## src/rtl/uart_rx_pkg.sv

```systemverilog
package uart_rx_pkg;
  localparam int OSR_W = 4;   // 16x oversampling
  localparam int CHAR_W = 8;

  typedef struct packed {
    logic              ferr;
    logic              perr;
    logic              brk;
    logic [CHAR_W-1:0] data;
  } rx_word_t;

  localparam int WORD_W = $bits(rx_word_t);

  typedef enum logic [2:0] {
    S_IDLE, S_START, S_DATA, S_PAR, S_STOP, S_WAIT_HI
  } rx_state_e;

  localparam int ST_NE  = 0;
  localparam int ST_OVR = 1;
  localparam int ST_THR = 2;
  localparam int ST_TMO = 3;
  localparam int ST_N   = 4;
endpackage

```

## src/rtl/uart_rx_deser.sv

```systemverilog
module uart_rx_deser
  import uart_rx_pkg::*;
(
  input  logic       clk_i,
  input  logic       rst_ni,
  input  logic       rx_i,
  input  logic       tick_i,
  input  logic       en_i,
  input  logic [1:0] bits_code_i,
  input  logic       par_en_i,
  input  logic       par_odd_i,
  output logic       push_o,
  output rx_word_t   word_o
);
  localparam logic [OSR_W-1:0] OS_MID  = OSR_W'((1 << OSR_W) / 2 - 1);
  localparam logic [OSR_W-1:0] OS_LAST = OSR_W'((1 << OSR_W) - 1);

  logic [1:0]        sync_q;
  logic              rx_s;
  rx_state_e         state_q;
  logic [OSR_W-1:0]  os_q;
  logic [2:0]        idx_q;
  logic [CHAR_W-1:0] data_q;
  logic              pbit_q;
  logic [2:0]        last_idx;
  logic              is_brk;

  assign rx_s     = sync_q[1];
  assign last_idx = 3'd4 + {1'b0, bits_code_i};
  assign is_brk   = !rx_s && (data_q == '0) && (!par_en_i || !pbit_q);

  always_ff @(posedge clk_i or negedge rst_ni) begin
    if (!rst_ni) sync_q <= 2'b11;
    else         sync_q <= {sync_q[0], rx_i};
  end

  always_ff @(posedge clk_i or negedge rst_ni) begin
    if (!rst_ni) begin
      state_q <= S_IDLE;
      os_q    <= '0;
      idx_q   <= '0;
      data_q  <= '0;
      pbit_q  <= 1'b0;
      push_o  <= 1'b0;
      word_o  <= '0;
    end else begin
      push_o <= 1'b0;
      if (!en_i) begin
        state_q <= S_IDLE;
      end else if (tick_i) begin
        unique case (state_q)
          S_IDLE: if (!rx_s) begin
            state_q <= S_START;
            os_q    <= '0;
          end
          S_START: begin
            if (os_q == OS_MID) begin
              os_q <= '0;
              if (!rx_s) begin
                state_q <= S_DATA;
                idx_q   <= '0;
                data_q  <= '0;
              end else begin
                state_q <= S_IDLE;   // false start
              end
            end else os_q <= os_q + 1'b1;
          end
          S_DATA: begin
            if (os_q == OS_LAST) begin
              os_q          <= '0;
              data_q[idx_q] <= rx_s;
              if (idx_q == last_idx) state_q <= par_en_i ? S_PAR : S_STOP;
              else                   idx_q   <= idx_q + 1'b1;
            end else os_q <= os_q + 1'b1;
          end
          S_PAR: begin
            if (os_q == OS_LAST) begin
              os_q    <= '0;
              pbit_q  <= rx_s;
              state_q <= S_STOP;
            end else os_q <= os_q + 1'b1;
          end
          S_STOP: begin
            if (os_q == OS_LAST) begin
              os_q        <= '0;
              push_o      <= 1'b1;
              word_o.data <= is_brk ? '0 : data_q;
              word_o.brk  <= is_brk;
              word_o.perr <= !is_brk && par_en_i && ((^data_q ^ pbit_q) != par_odd_i);
              word_o.ferr <= !is_brk && !rx_s;
              state_q     <= rx_s ? S_IDLE : S_WAIT_HI;
            end else os_q <= os_q + 1'b1;
          end
          S_WAIT_HI: if (rx_s) state_q <= S_IDLE;
          default: state_q <= S_IDLE;
        endcase
      end
    end
  end
endmodule

```

## src/rtl/uart_rx_store.sv

```systemverilog
module uart_rx_store #(
  parameter int DEPTH = 16,
  parameter int W     = 11,
  localparam int AW   = $clog2(DEPTH),
  localparam int CW   = $clog2(DEPTH + 1)
) (
  input  logic          clk_i,
  input  logic          rst_ni,
  input  logic          clr_i,
  input  logic          push_i,
  input  logic [W-1:0]  din_i,
  input  logic          pop_i,
  output logic [W-1:0]  dout_o,
  output logic [CW-1:0] count_o,
  output logic          ovf_o
);
  logic [W-1:0]  mem_q [DEPTH];
  logic [AW-1:0] wptr_q, rptr_q;
  logic          full, empty, do_push, do_pop;

  function automatic logic [AW-1:0] nxt(input logic [AW-1:0] p);
    return (p == AW'(DEPTH - 1)) ? '0 : p + 1'b1;
  endfunction

  assign full    = (count_o == CW'(DEPTH));
  assign empty   = (count_o == '0);
  assign do_push = push_i && !full && !clr_i;
  assign do_pop  = pop_i && !empty && !clr_i;
  assign ovf_o   = push_i && full && !clr_i;
  assign dout_o  = empty ? '0 : mem_q[rptr_q];

  always_ff @(posedge clk_i) begin
    if (do_push) mem_q[wptr_q] <= din_i;
  end

  always_ff @(posedge clk_i or negedge rst_ni) begin
    if (!rst_ni) begin
      wptr_q  <= '0;
      rptr_q  <= '0;
      count_o <= '0;
    end else if (clr_i) begin
      wptr_q  <= '0;
      rptr_q  <= '0;
      count_o <= '0;
    end else begin
      if (do_push) wptr_q <= nxt(wptr_q);
      if (do_pop)  rptr_q <= nxt(rptr_q);
      count_o <= count_o + CW'(do_push) - CW'(do_pop);
    end
  end
endmodule

```

## src/rtl/uart_rx_status.sv

```systemverilog
module uart_rx_status
  import uart_rx_pkg::*;
#(
  parameter int DEPTH  = 16,
  parameter int TMO_W  = 8,
  localparam int CW    = $clog2(DEPTH + 1)
) (
  input  logic             clk_i,
  input  logic             rst_ni,
  input  logic             clr_i,
  input  logic             tick_i,
  input  logic             push_i,
  input  logic             pop_i,
  input  logic             ovf_i,
  input  logic [CW-1:0]    count_i,
  input  logic [CW-1:0]    thresh_i,
  input  logic [TMO_W-1:0] tmo_i,
  input  logic [7:0]       char_ticks_i,
  output logic [ST_N-1:0]  stat_o
);
  logic             ovr_q, tmo_q;
  logic [7:0]       tick_cnt_q;
  logic [TMO_W-1:0] char_cnt_q;
  logic             restart;

  assign restart = clr_i || push_i || pop_i || (count_i == '0);

  always_ff @(posedge clk_i or negedge rst_ni) begin
    if (!rst_ni)     ovr_q <= 1'b0;
    else if (clr_i)  ovr_q <= 1'b0;
    else if (ovf_i)  ovr_q <= 1'b1;
  end

  always_ff @(posedge clk_i or negedge rst_ni) begin
    if (!rst_ni) begin
      tick_cnt_q <= '0;
      char_cnt_q <= '0;
      tmo_q      <= 1'b0;
    end else if (restart) begin
      tick_cnt_q <= '0;
      char_cnt_q <= '0;
      tmo_q      <= 1'b0;
    end else if (tick_i && !tmo_q) begin
      if (tick_cnt_q == char_ticks_i - 8'd1) begin
        tick_cnt_q <= '0;
        char_cnt_q <= char_cnt_q + 1'b1;
        if (tmo_i != '0 && TMO_W'(char_cnt_q + 1'b1) == tmo_i) tmo_q <= 1'b1;
      end else begin
        tick_cnt_q <= tick_cnt_q + 1'b1;
      end
    end
  end

  always_comb begin
    stat_o         = '0;
    stat_o[ST_NE]  = (count_i != '0);
    stat_o[ST_OVR] = ovr_q;
    stat_o[ST_THR] = (count_i >= thresh_i);
    stat_o[ST_TMO] = tmo_q;
  end
endmodule

```

## src/rtl/uart_rx_fifo.sv

```systemverilog
module uart_rx_fifo
  import uart_rx_pkg::*;
#(
  parameter int DEPTH = 16,
  parameter int TMO_W = 8,
  localparam int CW   = $clog2(DEPTH + 1)
) (
  input  logic              clk_i,
  input  logic              rst_ni,
  input  logic              rx_i,
  input  logic              tick_i,
  input  logic              rx_en_i,
  input  logic [1:0]        data_bits_i,
  input  logic              par_en_i,
  input  logic              par_odd_i,
  input  logic [CW-1:0]     thresh_i,
  input  logic [TMO_W-1:0]  tmo_chars_i,
  input  logic [ST_N-1:0]   irq_mask_i,
  input  logic              fifo_rst_i,
  input  logic              rd_i,
  output logic [WORD_W-1:0] rd_data_o,
  output logic [CW-1:0]     level_o,
  output logic [ST_N-1:0]   stat_o,
  output logic              irq_o
);
  logic        push, ovf, pop_ok;
  rx_word_t    word;
  logic [3:0]  frame_bits;
  logic [7:0]  char_ticks;

  assign frame_bits = 4'd7 + {2'b00, data_bits_i} + {3'b000, par_en_i};
  assign char_ticks = {frame_bits, {OSR_W{1'b0}}};
  assign pop_ok     = rd_i && (level_o != '0);

  uart_rx_deser u_deser (
    .clk_i, .rst_ni, .rx_i, .tick_i,
    .en_i        (rx_en_i),
    .bits_code_i (data_bits_i),
    .par_en_i, .par_odd_i,
    .push_o      (push),
    .word_o      (word)
  );

  uart_rx_store #(.DEPTH(DEPTH), .W(WORD_W)) u_store (
    .clk_i, .rst_ni,
    .clr_i   (fifo_rst_i),
    .push_i  (push),
    .din_i   (word),
    .pop_i   (rd_i),
    .dout_o  (rd_data_o),
    .count_o (level_o),
    .ovf_o   (ovf)
  );

  uart_rx_status #(.DEPTH(DEPTH), .TMO_W(TMO_W)) u_status (
    .clk_i, .rst_ni, .tick_i,
    .clr_i        (fifo_rst_i),
    .push_i       (push),
    .pop_i        (pop_ok),
    .ovf_i        (ovf),
    .count_i      (level_o),
    .thresh_i,
    .tmo_i        (tmo_chars_i),
    .char_ticks_i (char_ticks),
    .stat_o
  );

  assign irq_o = |(stat_o & irq_mask_i);
endmodule

```

## config.mk

```make
export PLATFORM = sky130hd
export DESIGN_NAME = uart_rx_fifo
export DESIGN_NICKNAME = d
export VERILOG_FILES = /design/src/rtl/uart_rx_pkg.sv /design/src/rtl/uart_rx_deser.sv /design/src/rtl/uart_rx_store.sv /design/src/rtl/uart_rx_status.sv /design/src/rtl/uart_rx_fifo.sv
export SDC_FILE = /design/constraint.sdc
export NUM_CORES = 1
export LEC_CHECK = 0
export BUFFER_PORTS_ARGS = -buffer_cell sky130_fd_sc_hd__buf_2
export CORE_ASPECT_RATIO = 1.2
export CORE_MARGIN = 2
export CORE_UTILIZATION = 45
export CTS_BUF_LIST = sky130_fd_sc_hd__clkbuf_4
export DETAILED_ROUTE_END_ITERATION = 12
export GPL_TIMING_DRIVEN = 0
export MAX_ROUTING_LAYER = met4
export PLACE_DENSITY = 0.62
export SLEW_MARGIN = 10
export SYNTH_ARGS = -nofsm -noshare
export SYNTH_HDL_FRONTEND = slang
export SYNTH_HIERARCHICAL = 1
export SYNTH_SLANG_ARGS = --single-unit
```

## constraint.sdc

```tcl
create_clock -name clk_i -period 2.98 [get_ports clk_i]
set_input_delay 0.745 -clock clk_i [delete_from_list [all_inputs] [get_ports clk_i]]
set_output_delay 0.745 -clock clk_i [all_outputs]
set_load 0.03 [all_outputs]
```

**Yosys cells after proc, flatten, opt, wreduce, memory -nomap -nowiden**

Memories as Yosys holds them, arrays and structs flattened.
Cells that the tools add are included.

- Add/subtract/negate cells: 12
- Multiply operators: 0
- Div/mod/pow operators: 0
- Order comparisons: 3
- Equal/unequal tests: 27
- Shifts and indexed selects: 0
- Mux-type cells: 56
- Bitwise logic cells: 2
- Reductions and logical operators: 51

Operator list:

| kind | count |
|---|---|
| $mux 8 | 10 |
| $mux 3 | 15 |
| $mux 4 | 9 |
| $ne 3x2->1 const B | 6 |
| $pmux 3 s6 | 1 |
| $add 8x1->8 const B | 2 |
| $eq 8x8->1 | 2 |
| $pmux 8 s2 | 1 |
| $logic_and 1x1->1 | 15 |
| $reduce_bool 2->1 | 7 |
| $mux 1 | 13 |
| $add 4x1->4 const B | 3 |
| $eq 4x4->1 const B | 3 |
| $pmux 4 s3 | 1 |
| $reduce_and 4->1 | 3 |
| $mux 11 | 1 |
| $bwmux 8 | 1 |
| $logic_not 1->1 | 8 |
| $logic_not 8->1 | 1 |
| $ne 2x2->1 const B | 4 |
| $reduce_and 8->1 | 1 |
| $reduce_bool 8->1 | 1 |
| $reduce_xor 8->1 | 1 |
| $sub 8x1->8 const B | 1 |
| 35 further kinds | 41 |

- Register bits: 64
- Latch bits: 0
- Bits in writable memories: 176
- Bits in read-only memories: 0
- Input bits: 28
- Output and inout port bits: 21
- Word-level logic and storage cells: 170
- Memories: 1

Memories:

| memory | words | width | read ports | clocked after memory_dff | write ports | RTL line | RTL |
|---|---|---|---|---|---|---|---|
| u_store.mem_q | 16 | 11 | 1 | 0 | 1 | uart_rx_store.sv:17 | `logic [W-1:0] mem_q [DEPTH];` |

**Depth between registers and ports, before layout**

- Word-level depth: 7
- Gate-level depth with buffers: 15
- Depth with buffers taken out: 14

**Cells and area by module**

The synthesis kept the hierarchy.

Modules (own cells, without submodules):

| module | instances | cells each | area each (µm²) | sequential area each (µm²) |
|---|---|---|---|---|
| uart_rx_store | 1 | 394 | 7607.3 | 5610.4 |
| uart_rx_deser | 1 | 189 | 1790.5 | 828.3 |
| uart_rx_status | 1 | 169 | 1456.4 | 450.4 |
| uart_rx_fifo | 1 | 14 | 85.1 | 0.0 |

**Worst setup path after synthesis**

Ideal clock, no wire load.

- Kind: input-to-reg
- From: input data_bits_i[0]
- To: register u_status.char_cnt_q[7]
- Library setup time: 129 ps
- Arrival: 2934 ps
- Data required time: 2851 ps
- Slack: -84 ps
- Stages: 11
- Path buffers: 1
- Path through: inv_1 ha_1 ha_1 inv_1 or3b_2 nor4_1 nor3b_1 a2111o_1 buf_6 o311ai_1 nand2_1

- Word-level cells in the longest chain between the ends: 6

Ends and longest elaborated chain:

| item | RTL line | RTL |
|---|---|---|
| start: declaration | uart_rx_fifo.sv:13 | `input logic [1:0] data_bits_i,` |
| $add 3x2->4 | uart_rx_fifo.sv:31 | `assign frame_bits = 4'd7 + {2'b00, data_bits_i} + {3'b000, par_en_i};` |
| $add 4x1->4 | uart_rx_fifo.sv:31 |  |
| net frame_bits[1] | uart_rx_fifo.sv:28 | `logic [3:0] frame_bits;` |
| $sub 8x1->8 | uart_rx_status.sv:44 | `if (tick_cnt_q == char_ticks_i - 8'd1) begin` |
| $eq 8x8->1 | uart_rx_status.sv:44 |  |
| $reduce_bool 2->1 (no source line) | n/a |  |
| $reduce_and 2->1 (no source line) | n/a |  |
| end signal: assignment | uart_rx_status.sv:46 | `char_cnt_q <= char_cnt_q + 1'b1;` |
| end: declaration | uart_rx_status.sv:23 | `logic [TMO_W-1:0] char_cnt_q;` |

The timed path passes the listed nets, and every way through them passes these cells.
A chain may end at the register's enable or synchronous reset.

**Worst setup path after layout**

- From: register u_store.count_o[3]
- To: output rd_data_o[4]

- Word-level cells in the longest chain between the ends: 2

Ends and longest elaborated chain:

| item | RTL line | RTL |
|---|---|---|
| start: declaration | uart_rx_store.sv:14 | `output logic [CW-1:0] count_o,` |
| start signal: assignment | uart_rx_store.sv:48 | `count_o <= count_o + CW'(do_push) - CW'(do_pop);` |
| $logic_not 5->1 | uart_rx_store.sv:26 | `assign empty = (count_o == '0);` |
| $mux 11 | uart_rx_store.sv:30 | `assign dout_o = empty ? '0 : mem_q[rptr_q];` |
| end: declaration | uart_rx_fifo.sv:21 | `output logic [WORD_W-1:0] rd_data_o,` |

No other way between the ends.

==> flow_metrics.tcl <==
set metrics [dict create \
    slew_headroom_pct 24.4 \
    wirelength_um 23400 \
    std_cell_rows 62 \
    yosys.cell_types.count 72 \
    placed_area_mm2 0.0118 \
    gp_congestion 0.810 \
    dpl.hpwl_um 15500 \
    crit_fanout 6 \
    cp-start-kind "register" \
    cts_buffers 58 \
    drtAntennaViolNets 0 \
    min_path_cells 1 \
    hold_viol_final 0 \
    clock_path_buffers 3 \
    p_int_uw 5870 \
    yosysWarnings 6 \
    grt_pass1_wl_um 37200 \
    ir_drop_mv 0.410 \
    powerDensity_mw_per_mm2 625 \
    antenna_found_initial 1 \
    combPwrFrac_pct 19.8 \
    vias 6802 \
    ys_ff_latch 240 \
    p_seq_share_pct 45.6 \
    yosys_most_used_dff "edfxtp_1" \
    leakage_uw 0.00501 \
    clock_power_share_pct 34.6 \
    synth_xor_area_share_pct 2.96 \
    syn_area_mm2 0.0109 \
    core-area_mm2 0.0239 \
    htree_num_levels 2 \
    overflow 0 \
    cts_sinks 240 \
    start_util_pct 45.8 \
    die_width_um 146 \
    report.final.slew_viol_count 0 \
    path_class "register to primary output" \
    cp_data_required_time_ns 2.24 \
    avgSynthCellArea_um2 14.3 \
    area_growth_pct 18.0 \
    max_freq_ghz 0.292 \
    async_reset_ff_share_pct 26.7 \
    reg2reg_setup_slack_ns 0.05 \
    die_area_mm2 0.0256 \
    finalCritPeriodShare_pct 115 \
    synthSimpleGateAreaFrac_pct 9.86 \
    finalClockSkew_ns 0.0871 \
    viasPerCell 5.33 \
    cts_root_buf "clkbuf_4" \
    reg2regPathDepth 15 \
    post-route-util_pct 54.0 \
    syn_inst 766 \
    violations "setup timing" \
    grt_pass1_vias 6873 \
    cts_tree "done" \
    synth_compound_area_share_pct 8.12 \
    clock_latency_ns 0.70 \
    setup_slack_ns -0.444 \
    synth_fa_ha_area_share_pct 3.27 \
    fin_crit_ns 3.42 \
    drcViolationCount 0 \
    p_switching_uw 2200 \
    io_pins 49 \
    grt_start_max_net_pins 49 \
    portBuffers 48 \
    hold_path.startpoint "rx_i" \
    drive_gt1_share_pct 30.1 \
    dr.first_iter.drc_count 335 \
    clk_pin_slew_worst_paths_ns 0.07 \
    ys_seq_area_share_pct 63.0 \
    r2r_start "u_store/count_o[3]" \
    cp_data_arrival_time_ns 2.68 \
    yosys-top-cells-count "edfxtp_1 (176), dfrtp_1 (62), nand2_1 (53), inv_1 (44), mux4_2 (44)" \
    final.fill_count 2061 \
    dr.pass1.iters 5 \
    synth_top_area_cell "edfxtp_1" \
    design_area_mm2 0.0129 \
    holdPathEnd "u_deser/sync_q[0]" \
    yosysMostFrequentCell "edfxtp_1" \
    synth-edff-count 176 \
    reg2reg_to "u_store/count_o[4]" \
    dieHeight_um 175 \
    pre_cts_ws_ns -0.328 \
    outcome "finished with violations" \
    drt-wirelength-per-cell_um 18.3 \
    hold_class "input pin to register" \
    grt_use_total_pct 19.3 \
    worst_slew_pin_slew_ns 1.13 \
    synth.area.top_cells "edfxtp_1 (48%), dfrtp_1 (14%), mux4_2 (9.1%)" \
    tns_ns -4.85 \
    netSwitchingFraction_pct 27.2 \
    synth_top_area_share_pct 48.3 \
    setup_viol 12 \
    synth_top_family_by_area "simple AND/OR/NAND/NOR gates" \
    rsz0062_at_grt "true" \
    nets 960 \
    cp-end-kind "primary output" \
    max_cap_violations 0 \
    synthMuxAreaShare_pct 9.53 \
]
## placed cells by master (no fill, tap or decap), drive strengths merged, types with 15 or more instances in the layout
cell / count
edfxtp: 176
nand3: 16
a21oi: 36
o21ai: 25
buf: 81
xnor2: 24
mux4: 44
ha: 27
nand2: 53
dfrtp: 62
nor3: 15
clkbuf: 110
nor2: 42
nand2b: 20
conb: 16
inv: 45
## registers in the layout, indices dropped and copies added (netlist names), 2 cells and up
| name | flops |
|---|---|
| u_deser/idx_q | 3 |
| u_store/count_o | 5 |
| u_status/char_cnt_q | 8 |
| u_store/mem_q | 176 |
| u_deser/os_q | 4 |
| u_store/rptr_q | 4 |
| u_deser/state_q | 3 |
| u_store/wptr_q | 4 |
| u_status/tick_cnt_q | 8 |
| u_deser/word_o | 11 |
| u_deser/data_q | 8 |
| u_deser/sync_q | 2 |
## area by class of cell
class / count / area [um2] / area share, %
Sequential cell: 240 / 6900 / 53.4
Multi-Input combinational cell: 463 / 3940 / 30.5
Clock buffer: 95 / 713 / 5.52
Timing Repair Buffer: 64 / 468 / 3.62
Tap cell: 320 / 400 / 3.10
Buffer: 33 / 225 / 1.74
Inverter: 44 / 168 / 1.30
Clock inverter: 15 / 95.1 / 0.736
Antenna cell: 2 / 5.00 / 0.0388
## per-layer routing
layer | global-route usage [%] | vias to the layer above | share of wire [%]
li1 | - | 3225 | -
met1 | 24.0 | 3372 | 43
met2 | 32.5 | 168 | 50
met3 | 3.21 | 37 | 3.9
met4 | 6.51 | 0 | 2.5
met5 | - | - | 0
## worst max-delay path, stage by stage, from the launching register on
cell and delay [ns]:
dfrtp_2 0.42, inv_2 0.08, ha_4 0.13, or4b_4 0.51, or2b_4 0.27, buf_8 0.15, a21oi_4 0.05, a221o_1 0.30
buf_6 0.15
## power groups by stage
stage                     Clock (uW)  Sequential (uW)  Combinational (uW)
after CTS                       2890             3670                1530
after global placement             0             3750                1300
after detailed placement           0             3750                1310
after floorplan                    0             3770                 932
after global routing            3070             3680                1740
final                           2790             3680                1600
## worst max-delay path by stage
stage | startpoint | end | slack [ns] | cells after the start
after floorplan | par_en_i | u_status/char_cnt_q[7] | 0.009 | 10
after global placement | par_en_i | u_status/tmo_q | -0.32 | 12
after detailed placement | par_en_i | u_status/char_cnt_q[7] | -0.33 | 11
after CTS | u_store/count_o[2] | rd_data_o[8] | -0.53 | 9
after global routing | u_store/count_o[3] | rd_data_o[4] | -0.55 | 8
final | u_store/count_o[3] | rd_data_o[4] | -0.44 | 8
## cell families (layout without fill, tap and decap cells)
| group | count (synthesis) | after routing |
|---|---|---|
| xor+xnor | 37 | 37 |
| other cells | 1 | 18 |
| buf+inv | 78 | 251 |
| fa+ha+maj | 28 | 28 |
| compound gates | 130 | 130 |
| flops | 240 | 240 |
| simple gates | 203 | 203 |
| mux | 49 | 49 |
## stage by stage
stage,hold slack [ns],cells,power [uW]
after CTS,0.118,1272,8090
final,0.178,1276,8060
after floorplan,0.345,781,4700
after global routing,0.117,1276,8500
after detailed placement,0.347,1154,5060
after global placement,0.346,1149,5050
## what timing repair did
item	in CTS	in global routing
gates resized for setup	57	24
gates cloned	1	0
setup endpoints to repair	14	18
hold buffers	1	0
pin swaps	0	6
buffers inserted	6	3
endpoints found under the hold margin	16	0
(Power assumes the default switching activity.)
